===== config.mk =====
export PLATFORM = sky130hd
export DESIGN_NAME = bscan_inv_driver
export DESIGN_NICKNAME = d
export VERILOG_FILES = /design/src/rtl/bscan_pkg.sv /design/src/rtl/bscan_obs_seg.sv /design/src/rtl/bscan_ctl_seg.sv /design/src/rtl/bscan_lane.sv /design/src/rtl/bscan_inv_driver.sv
export SDC_FILE = /design/constraint.sdc
export NUM_CORES = 1
export LEC_CHECK = 0
export BUFFER_PORTS_ARGS = -buffer_cell sky130_fd_sc_hd__buf_2
export CAP_MARGIN = 25
export CELL_PAD_IN_SITES_DETAIL_PLACEMENT = 1
export CELL_PAD_IN_SITES_GLOBAL_PLACEMENT = 1
export CORE_UTILIZATION = 42
export DETAILED_ROUTE_END_ITERATION = 16
export GPL_TIMING_DRIVEN = 0
export PLACE_DENSITY = 0.78
export SETUP_SLACK_MARGIN = 0.5
export SYNTH_ARGS = -nofsm -noshare
export SYNTH_HDL_FRONTEND = slang
export SYNTH_SLANG_ARGS = --single-unit

===== constraint.sdc =====
create_clock -name clk_i -period 1.5 [get_ports clk_i]
set_input_delay 0.15 -clock clk_i [delete_from_list [all_inputs] [get_ports clk_i]]
set_output_delay 0.15 -clock clk_i [all_outputs]
set_load 0.03 [all_outputs]

===== src/rtl/bscan_pkg.sv =====
`timescale 1ns/1ps
package bscan_pkg;
  localparam int unsigned LANE_W  = 9;
  localparam int unsigned OE_PINS = 2;
  localparam int unsigned LANES   = 2;
endpackage


===== src/rtl/bscan_obs_seg.sv =====
`timescale 1ns/1ps
// Observe-only scan cells: capture and shift, no update stage.
module bscan_obs_seg #(
  parameter int unsigned W = 22
) (
  input  logic         clk_i,
  input  logic         rst_ni,
  input  logic         capture_i,
  input  logic         shift_i,
  input  logic         si_i,
  input  logic [W-1:0] cap_i,
  output logic         so_o
);
  logic [W-1:0] stage_q;

  always_ff @(posedge clk_i or negedge rst_ni) begin
    if (!rst_ni)        stage_q <= '0;
    else if (capture_i) stage_q <= cap_i;
    else if (shift_i)   stage_q <= {stage_q[W-2:0], si_i};
  end

  assign so_o = stage_q[W-1];
endmodule


===== src/rtl/bscan_ctl_seg.sv =====
`timescale 1ns/1ps
// Control-capable scan cells: capture/shift stage plus falling-edge update latch.
module bscan_ctl_seg #(
  parameter int unsigned W = 20
) (
  input  logic         clk_i,
  input  logic         rst_ni,
  input  logic         capture_i,
  input  logic         shift_i,
  input  logic         update_i,
  input  logic         si_i,
  input  logic [W-1:0] cap_i,
  output logic         so_o,
  output logic [W-1:0] upd_o
);
  logic [W-1:0] stage_q;
  logic [W-1:0] upd_q;

  always_ff @(posedge clk_i or negedge rst_ni) begin
    if (!rst_ni)        stage_q <= '0;
    else if (capture_i) stage_q <= cap_i;
    else if (shift_i)   stage_q <= {stage_q[W-2:0], si_i};
  end

  always_ff @(negedge clk_i or negedge rst_ni) begin
    if (!rst_ni)       upd_q <= '0;
    else if (update_i) upd_q <= stage_q;
  end

  assign so_o  = stage_q[W-1];
  assign upd_o = upd_q;
endmodule


===== src/rtl/bscan_lane.sv =====
`timescale 1ns/1ps
// One lane: enable combine, inversion, scan override and force-off.
module bscan_lane #(
  parameter int unsigned W   = 9,
  parameter int unsigned OEN = 2
) (
  input  logic [W-1:0]   data_i,
  input  logic [OEN-1:0] oe_n_i,
  input  logic           upd_en_i,
  input  logic [W-1:0]   upd_data_i,
  input  logic           mode_i,
  input  logic           force_off_i,
  output logic           sys_en_o,
  output logic [W-1:0]   sys_data_o,
  output logic [W-1:0]   data_o,
  output logic [W-1:0]   drive_o
);
  logic en_sel;

  assign sys_en_o   = ~|oe_n_i;
  assign sys_data_o = ~data_i;
  assign en_sel     = mode_i ? upd_en_i : sys_en_o;
  assign data_o     = mode_i ? upd_data_i : sys_data_o;
  assign drive_o    = (force_off_i || !en_sel) ? '0 : '1;
endmodule


===== src/rtl/bscan_inv_driver.sv =====
`timescale 1ns/1ps
module bscan_inv_driver
  import bscan_pkg::*;
#(
  parameter int unsigned BYTE_W = LANE_W,
  parameter int unsigned OE_N   = OE_PINS
) (
  input  logic              clk_i,
  input  logic              rst_ni,
  input  logic [BYTE_W-1:0] a_data_i,
  input  logic [OE_N-1:0]   a_oe_n_i,
  input  logic [BYTE_W-1:0] b_data_i,
  input  logic [OE_N-1:0]   b_oe_n_i,
  output logic [BYTE_W-1:0] a_data_o,
  output logic [BYTE_W-1:0] a_drive_o,
  output logic [BYTE_W-1:0] b_data_o,
  output logic [BYTE_W-1:0] b_drive_o,
  input  logic              scan_in_i,
  output logic              scan_out_o,
  input  logic              capture_i,
  input  logic              shift_i,
  input  logic              update_i,
  input  logic              mode_i,
  input  logic              force_off_i
);
  localparam int unsigned NB    = LANES;
  localparam int unsigned OBS_W = NB * (BYTE_W + OE_N);
  localparam int unsigned CTL_W = NB + NB * BYTE_W;

  logic [NB-1:0][BYTE_W-1:0] din, sys_dout, upd_dout, dout, drv;
  logic [NB-1:0][OE_N-1:0]   oe_n;
  logic [NB-1:0]             sys_en, upd_en;
  logic [CTL_W-1:0]          ctl_upd;
  logic                      mid_so;

  assign din[0]  = a_data_i;
  assign din[1]  = b_data_i;
  assign oe_n[0] = a_oe_n_i;
  assign oe_n[1] = b_oe_n_i;

  // Chain order from serial input: pins (A, then B), internal enables, outputs.
  bscan_obs_seg #(.W(OBS_W)) u_obs (
    .clk_i, .rst_ni, .capture_i, .shift_i,
    .si_i  (scan_in_i),
    .cap_i ({oe_n[1], din[1], oe_n[0], din[0]}),
    .so_o  (mid_so)
  );

  bscan_ctl_seg #(.W(CTL_W)) u_ctl (
    .clk_i, .rst_ni, .capture_i, .shift_i, .update_i,
    .si_i  (mid_so),
    .cap_i ({sys_dout, sys_en}),
    .so_o  (scan_out_o),
    .upd_o (ctl_upd)
  );

  assign upd_en = ctl_upd[NB-1:0];

  for (genvar g = 0; g < NB; g++) begin : g_lane
    assign upd_dout[g] = ctl_upd[NB + g*BYTE_W +: BYTE_W];

    bscan_lane #(.W(BYTE_W), .OEN(OE_N)) u_lane (
      .data_i      (din[g]),
      .oe_n_i      (oe_n[g]),
      .upd_en_i    (upd_en[g]),
      .upd_data_i  (upd_dout[g]),
      .mode_i      (mode_i),
      .force_off_i (force_off_i),
      .sys_en_o    (sys_en[g]),
      .sys_data_o  (sys_dout[g]),
      .data_o      (dout[g]),
      .drive_o     (drv[g])
    );
  end

  assign a_data_o  = dout[0];
  assign b_data_o  = dout[1];
  assign a_drive_o = drv[0];
  assign b_drive_o = drv[1];
endmodule


# == After elaboration in Yosys (flattened, before gate mapping) ==
# Cells that the tools add are included.
# totals
input_bits,30
ff_bits,62
out_inout_bits,37
# classes
reduce_logical,9
bitwise,2
mux,10
# op_table
op,count
2-to-1 mux 22 bit,2
2-to-1 mux 20 bit,2
2-to-1 mux 9 bit,4
inverter 9 bit,2
logical NOT 1 bit,4
OR reduction 2 bit,2
logical OR 1 bit,2
2-to-1 mux 1 bit,2
nonzero test 2 bit,1

# == Logic depth before layout (Yosys ltp) ==
# Gate-level depths: netlist (run 1).
# logic_depth
word_depth,6
mapped_depth,4
mapped_depth_nobuf,2

# == Hierarchy ==
# A second synthesis (run 1) with hierarchy kept.
# hier_totals
hier_cells,306
area_unflattened_um2,3111.7
# by_module_without_submodules
module,seq_area_each_um2,area_per_inst_um2,cells_each,instances
bscan_ctl_seg,1001.0,1660.3,128,1
bscan_obs_seg,550.5,1043.5,96,1
bscan_lane,0.0,203.9,41,2

==> results of run 1 <==
==> layout make-up <==
| class | count | area, µm² | area share (%) |
|---|---|---|---|
| Sequential cell | 62 | 1550 | 33.5 |
| Clock inverter | 4 | 70.1 | 1.51 |
| Buffer | 34 | 251 | 5.43 |
| Tap cell | 96 | 120 | 2.59 |
| Clock buffer | 12 | 145 | 3.13 |
| Multi-Input combinational cell | 172 | 1570 | 33.8 |
| Timing Repair Buffer | 107 | 926 | 20.0 |
==> kinds of logic (layout without fill, tap and decap cells) <==
| logic type | Yosys count | after routing |
|---|---|---|
| AO/OA/AOI/OAI | 62 | 64 |
| buffers and inverters | 34 | 157 |
| flip-flops | 62 | 62 |
| multiplexers | 62 | 62 |
| AND/OR/NAND/NOR | 46 | 46 |
==> critical path, cell delays in order (launching register included) <==
cell and delay (ps):
dfrtn_1 480, nand2_2 120, a21oi_4 230, buf_4 160, buf_6 130
==> layer usage <==
| metal | vias to the layer above | GRT usage (%) |
|---|---|---|
| li1 | 1149 | - |
| met1 | 1315 | 31.2 |
| met3 | 19 | 4.74 |
| met5 | - | 0 |
| met2 | 70 | 48.4 |
| met4 | 0 | 11.3 |
==> placed cells by master (no fill, tap or decap), types with 2 or more instances in the layout <==
cell,netlist,layout
nand2_1,42,28
a21oi_4,0,3
buf_4,18,48
nand2_2,0,14
mux2i_1,24,24
dfrtn_1,20,20
buf_6,3,54
dfrtp_1,42,41
clkinv_2,0,2
mux2_4,16,37
o21ai_0,42,28
buf_8,0,2
bufinv_16,0,2
or3b_1,2,2
or3_1,2,2
o21ai_1,0,2
o21a_1,18,18
clkbuf_1,5,7
buf_2,8,32
o21ai_4,0,12
clkbuf_8,0,10
==> flip-flops by register name, indices dropped and copies added (netlist names) <==
signal and cells:
u_obs.stage_q 22, u_ctl.upd_o 20, u_ctl.stage_q 20
==> cell usage after synthesis, drive strengths merged <==
| cell | number | area share, % |
|---|---|---|
| dfrtp | 42 | 34 |
| nand2 | 42 | 5.2 |
| o21ai | 42 | 6.9 |
| mux2 | 38 | 16 |
| buf | 29 | 6.8 |
| mux2i | 24 | 7.9 |
| dfrtn | 20 | 16 |
| o21a | 18 | 4.4 |
| clkbuf | 5 | 0.62 |
| a21oi | 2 | 0.33 |
| or3 | 2 | 0.41 |
| or3b | 2 | 0.57 |
==> report_power, final <==
group / switching (mW) / total (mW) / internal, mW
logic: 0.698 / 1.50 / 0.806
clock network: 0.691 / 1.67 / 0.978
registers: 0.146 / 2.03 / 1.88
==> through the flow <==
stage	total power, mW	hold WS [ps]	cells
finish	5.20	-222	487
global route	5.37	-177	487
CTS	5.03	-210	472
detailed placement	3.11	293	426
global placement	3.07	390	425
floorplan	2.80	-146	266
==> repair_timing <==
| action | CTS | global route |
|---|---|---|
| cloned | 2 | 0 |
| endpoints found under the setup margin | 77 | 75 |
| pin swaps | 4 | 3 |
| endpoints found under the hold margin | 42 | 42 |
| resized for setup | 64 | 31 |
| buffers inserted | 28 | 15 |
==> path summary, 6_finish.rpt <==
path,from,to,slack (ps),cells past startpoint
min reg2reg,u_ctl.upd_o[18],u_ctl.upd_o[18],460,1
max,u_ctl.upd_o[0],a_drive_o[3],-860,4
min,rst_ni,u_ctl.stage_q[15],-220,1
max reg2reg,u_ctl.stage_q[1],u_ctl.upd_o[1],-110,1
min in group clk_i,b_data_i[8],u_obs.stage_q[19],60,3
max in group asynchronous,rst_ni,u_ctl.upd_o[19],630,1
==> results.yml, run 1 <==
outcome:
  status: "finished with violations"
  violations: "hold timing, setup timing"
sta:
  slew_viol_final: 0
  fin_ws_ps: -862
  whs_ps: -222
  worst_pin_slew_ps: 582
  final-setup-viol-count: 56
  setup-tns-final_ps: -24050
  skew_ps: 16.1
  rsz0062_at_grt: "yes"
  hold_violations: 42
  slew_headroom_pct: 61.2
detailed_routing:
  ant_nets: 0
  detail_route.wl_per_cell_um: 20.4
  drc: 0
  first_pass_iters: 4
  drt_iter0_drc: 112
  dr_wl_met2_um: 5290
  top_layer: "met4"
  vias_per_cell: 5.24
  wl_met3_um: 284
  via_count: 2553
  wirelength_um: 9940
  drt-met1-wl_um: 4130
die:
  ioPinCount: 67
  chipHeight_um: 87.2
  die_w_um: 87.2
  dieArea_um2: 7610
  start_util_pct: 44.2
  core_area_um2: 6910
  num_rows: 30
synth:
  yosysWarnings: 0
  synth.avg_cell_area_um2: 11.5
  synth_cells: 266
  synthMuxAreaShare_pct: 23.9
  synth-xor-area-share_pct: 0
  synth_seq_cells: 62
  synthAdderAreaFrac_pct: 0
  synth_nets: 296
  mappedNetlistArea_um2: 3050
  yosysUniqueCellTypes: 15
  synth_compound_area_share_pct: 11.6
  synth_top_family_by_area: "multiplexers"
  synthSimpleGateAreaFrac_pct: 6.15
  ys_seq_area_share_pct: 50.9
global_route:
  grt_pass1_vias: 2837
  grt.overflow.total: 0
  antenna_found_initial: 0
  grt_max_degree: 63
  grt_usage_pct: 26.8
  grt_pass1_wl_um: 14800
cells_and_area:
  n_antenna_cell: 0
  final_util_pct: 67.1
  fillers: 722
  drive_above_1_share_pct: 56.0
  fin_area_um2: 4630
  syn_to_final_growth_pct: 51.9
  fin_nets: 416
placement:
  dpl_cell_area_um2: 3780
  place_congestion: 0.793
  portBuffers: 63
  post-dp-hpwl_um: 5310
  place_ws_ps: -475
critical_path:
  worstPathRequired_ps: 1350
  worstSetupPathType: "flop to primary output"
  cp_max_fo: 5
  crit_arrival_ps: 2210
  worstSetupStartpointType: "flop"
  worstSetupEndpointType: "primary output"
clocking:
  cts_root_buffer: "clkbuf_8"
  clk_pin_slew_worst_paths_ps: 70
  cts_tree: "yes"
  clock_latency_ps: 340
  cts_buffers: 9
  cts_buffer_depth: 2
  cts.sinks: 62
  htree_levels: 3
pwr:
  p_leak_nw: 2.23
  max-vdd-ir-drop_uv: 737
  power.density_nw_per_um2: 1120
flow_run:
  drv_cap: 0
hold_path:
  hold_path.class: "input pin to async pin"
Power figures use the tool's default switching activity.
==> run 2: changes to the inputs <==
- CORE_UTILIZATION: 42 -> 38
- PLACE_DENSITY: 0.78 -> 0.74
- clock period: 1.5 -> 2.1 ns (I/O delays scaled with it)
==> results.yml, run 2 (synthesis results as in run 1) <==
placement:
  portBuffers: 63
  dp.cells: 432
  post-dp-hpwl_um: 5500
  place_congestion: 0.734
  dpl_cell_area_um2: 3800
sta:
  slew_headroom_pct: 47.2
  slew_viol_final: 0
  setup-tns-final_ps: -13340
  fin_ws_ps: -564
  whs_ps: -63.7
  hold_violations: 42
  final-setup-viol-count: 36
  worst_pin_slew_ps: 792
  skew_ps: 12.6
  rsz0062_at_grt: "yes"
global_route:
  grt.overflow.total: 0
  grt_max_degree: 63
  grt_pass1_vias: 2735
  grt_pass1_wl_um: 14200
  grt_usage_pct: 22.3
  antenna_found_initial: 0
die:
  start_util_pct: 39.5
  dieArea_um2: 8390
  chipHeight_um: 91.6
  die_w_um: 91.6
  ioPinCount: 67
  core_area_um2: 7730
  num_rows: 32
detailed_routing:
  drt_iter0_drc: 70
  first_pass_iters: 4
  drt-met1-wl_um: 3940
  dr_wl_met2_um: 4800
  drc: 0
  detail_route.wl_per_cell_um: 18.6
  vias_per_cell: 5.05
  ant_nets: 0
  wl_met3_um: 300
  via_count: 2478
  top_layer: "met4"
  wirelength_um: 9120
cells_and_area:
  fillers: 807
  drive_above_1_share_pct: 56.3
  final_cell_mix: "buf_4, dfrtp_1, buf_6, mux2_4, buf_2"
  final_util_pct: 59.5
  n_antenna_cell: 0
  regMostFlops: "u_obs.stage_q"
  final_common_cell: "buf_4"
  largest_reg_flops: 22
  syn_to_final_growth_pct: 50.7
  fin_cells: 491
  fin_nets: 414
  fin_area_um2: 4600
pwr:
  power.density_nw_per_um2: 798
  p_leak_nw: 2.20
  max-vdd-ir-drop_uv: 507
clocking:
  cts_buffers: 9
  cts_root_buffer: "clkbuf_8"
  clk_pin_slew_worst_paths_ps: 70
  htree_levels: 3
  cts.sinks: 62
  cts_tree: "yes"
  clock_latency_ps: 340
  cts_buffer_depth: 2
critical_path:
  worstSetupStartpoint: "u_ctl.upd_o[0]"
  worstSetupStartpointType: "flop"
  r2r_start: "u_ctl.stage_q[3]"
  crit_arrival_ps: 2450
  worstPathRequired_ps: 1890
  cp_max_fo: 5
  worstSetupPathType: "flop to primary output"
  worstSetupEndpointType: "primary output"
flow_run:
  drv_cap: 0
hold_path:
  hold_path.class: "input pin to async pin"
outcome:
  violations: "hold timing, setup timing"
  status: "finished with violations"
==> run 2: cell types whose count changed in the layout (fill, tap and decap cells not counted), sizes merged <==
cell      before  now
clkbuf        17   16
clkinvlp       0    1
buf          136  134
==> run 2: layer usage <==
layer / track usage (%) / vias to the layer above
met3: 6.20 / 9
li1: - / 1150
met5: 0 / -
met4: 3.57 / 0
met1: 28.0 / 1269
met2: 38.8 / 50
==> run 2: worst paths after layout <==
| check | endpoint | slack (ps) | cells after the start |
|---|---|---|---|
| setup / recovery | a_drive_o[3] | -560 | 4 |
| hold / removal | u_ctl.stage_q[16] | -60 | 1 |
| setup reg to reg | u_ctl.upd_o[3] | 210 | 1 |
| hold reg to reg | u_ctl.upd_o[16] | 470 | 1 |
| max in group asynchronous | u_ctl.upd_o[8] | 640 | 1 |
| min in group clk_i | u_obs.stage_q[16] | 130 | 3 |
==> run 2: final cells by class <==
class / instances / area, µm² / area share [%]
Timing Repair Buffer: 105 / 836 / 18.2
Buffer: 34 / 280 / 6.10
Clock inverter: 5 / 81.3 / 1.77
Tap cell: 102 / 128 / 2.78
Clock buffer: 11 / 151 / 3.29
Sequential cell: 62 / 1550 / 33.8
Multi-Input combinational cell: 172 / 1570 / 34.1
==> run 2: repair_timing <==
| action | in CTS | in global routing |
|---|---|---|
| resized for setup | 63 | 12 |
| buffers inserted | 30 | 11 |
| endpoints found under the hold margin | 42 | 0 |
| endpoints found under the setup margin | 56 | 56 |
| gates cloned | 2 | 0 |
| pin swaps | 4 | 3 |
==> run 2: critical path, cell delays in order (launching register included) <==
cell     delay [ps]
dfrtn_1         440
nand2_2         120
a21oi_4         230
buf_4           160
buf_6           130
==> run 2: where the power goes <==
group          switching (mW)  internal [mW]
combinational           0.482          0.544
clock                   0.477          0.733
sequential             0.0912           1.34
==> run 2: per-stage QoR <==
step | setup slack (ps) | total power [mW] | hold slack, ps
5_1_grt | -618 | 3.82 | 3.40
3_5_place_dp | -242 | 2.23 | 350
2_1_floorplan | -191 | 2.00 | -85.6
3_3_place_gp | -376 | 2.20 | 451
6_report | -564 | 3.67 | -63.7
4_1_cts | -515 | 3.63 | -21.8
==> run 3: changes to the inputs <==
- RECOVER_POWER: not set -> 25
==> results.yml, run 3 (synthesis results as in run 1) <==
cells_and_area:
  n_antenna_cell: 0
  fin_nets: 414
  drive_above_1_share_pct: 56.3
  fillers: 808
  fin_area_um2: 4590
  syn_to_final_growth_pct: 50.6
  largest_reg_flops: 22
  final_common_cell: "buf_4"
  regMostFlops: "u_obs.stage_q"
  final_cell_mix: "buf_4, dfrtp_1, buf_6, mux2_4, buf_2"
  fin_cells: 491
sta:
  skew_ps: 12.6
  final-setup-viol-count: 51
  setup-tns-final_ps: -13920
  worst_pin_slew_ps: 1550
  slew_headroom_pct: -3.43
  slew_viol_final: 63
  rsz0062_at_grt: "yes"
  hold_violations: 0
  fin_ws_ps: -564
hold_path:
  whs_path_depth: 3
  min_to: "u_obs.stage_q[16]"
  hold_start: "b_data_i[5]"
  hold_path.class: "input pin to flop"
global_route:
  grt_max_degree: 63
  grt.overflow.total: 0
  antenna_found_initial: 0
  grt_pass1_wl_um: 14200
  grt_pass1_vias: 2735
  grt_usage_pct: 22.3
detailed_routing:
  ant_nets: 0
  via_count: 2476
  drt_iter0_drc: 70
  wirelength_um: 9120
  drc: 0
  detail_route.wl_per_cell_um: 18.6
  first_pass_iters: 4
  vias_per_cell: 5.04
die:
  dieArea_um2: 8390
  num_rows: 32
  core_area_um2: 7730
  ioPinCount: 67
  chipHeight_um: 91.6
  start_util_pct: 39.5
  die_w_um: 91.6
placement:
  dpl_cell_area_um2: 3800
  dp.cells: 432
  place_ws_ps: -242
  portBuffers: 63
  place_congestion: 0.734
  post-dp-hpwl_um: 5500
pwr:
  p_leak_nw: 2.20
  p_int_mw: 2.62
  max-vdd-ir-drop_uv: 507
  power.density_nw_per_um2: 799
  p_seq_share_pct: 39.1
  combPwrFrac_pct: 28.0
  p_total_mw: 3.67
  p_clk_share_pct: 32.9
  switchingPower_mw: 1.05
  p_sw_share_pct: 28.6
critical_path:
  r2r_start: "u_ctl.stage_q[3]"
  r2r_slack_ps: 210
  cp_max_fo: 5
  r2r-end: "u_ctl.upd_o[3]"
  worstPathRequired_ps: 1890
  crit_arrival_ps: 2450
  worstSetupPathType: "flop to primary output"
  worstSetupEndpointType: "primary output"
  rr_worst_depth: 1
  worstSetupStartpointType: "flop"
clocking:
  cts_tree: "yes"
  cts_root_buffer: "clkbuf_8"
  cts_buffers: 9
  cts_buffer_depth: 2
  cts.sinks: 62
  clock_latency_ps: 340
  htree_levels: 3
  clk_pin_slew_worst_paths_ps: 70
outcome:
  violations: "capacitance limit, slew limit, setup timing"
  status: "finished with violations"
flow_run:
  drv_cap: 1
run 3: worst max-delay path: stages, from the launching register on:
cell and delay [ps]:
dfrtn_1 440, nand2_2 120, a21oi_4 230, buf_4 160
buf_6 130
run 3: layout make-up:
cell class,instances,area (µm²),area share [%]
Multi-Input combinational cell,172,1570,34.1
Sequential cell,62,1550,33.8
Timing Repair Buffer,105,833,18.1
Buffer,34,280,6.10
Clock buffer,11,151,3.30
Tap cell,102,128,2.78
Clock inverter,5,81.3,1.77
run 3: timing repair:
action / in CTS / in global routing
resized for setup: 63 / 12
endpoints found under the hold margin: 42 / 0
setup endpoints to repair: 56 / 56
pin swaps: 4 / 3
gates cloned: 2 / 0
setup buffers: 30 / 11
run 3: worst max path at each step:
stage / from / endpoint / depth (start not counted)
floorplan: u_ctl.upd_o[0] / a_drive_o[1] / 3
global placement: rst_ni / u_ctl.upd_o[5] / 1
detailed placement: u_ctl.upd_o[0] / a_drive_o[3] / 4
CTS: u_ctl.upd_o[0] / a_drive_o[7] / 4
global route: u_ctl.upd_o[1] / b_drive_o[3] / 4
finish: u_ctl.upd_o[0] / a_drive_o[3] / 4
run 3: power by group through the flow:
stage / clock [mW] / sequential [mW] / combinational, mW
floorplan: 0 / 1.44 / 0.569
global placement: 0 / 1.46 / 0.741
detailed placement: 0 / 1.47 / 0.767
CTS: 1.23 / 1.43 / 0.970
global route: 1.28 / 1.45 / 1.09
finish: 1.21 / 1.43 / 1.03
run 3: per-stage QoR:
| stage | util [%] | hold slack [ps] |
|---|---|---|
| finish | 59.5 | 127 |
| global route | 59.5 | 125 |
| global placement | 48.9 | 451 |
| floorplan | - | -85.6 |
| CTS | 57.7 | -21.8 |
| detailed placement | 49.1 | 350 |
run 3: per-layer routing:
layer | up-vias | GRT usage (%) | routed length (µm)
met5 | - | 0 | 0
met4 | 0 | 3.57 | 78
li1 | 1149 | - | -
met1 | 1268 | 28.0 | 3940
met2 | 50 | 38.8 | 4810
met3 | 9 | 6.20 | 296
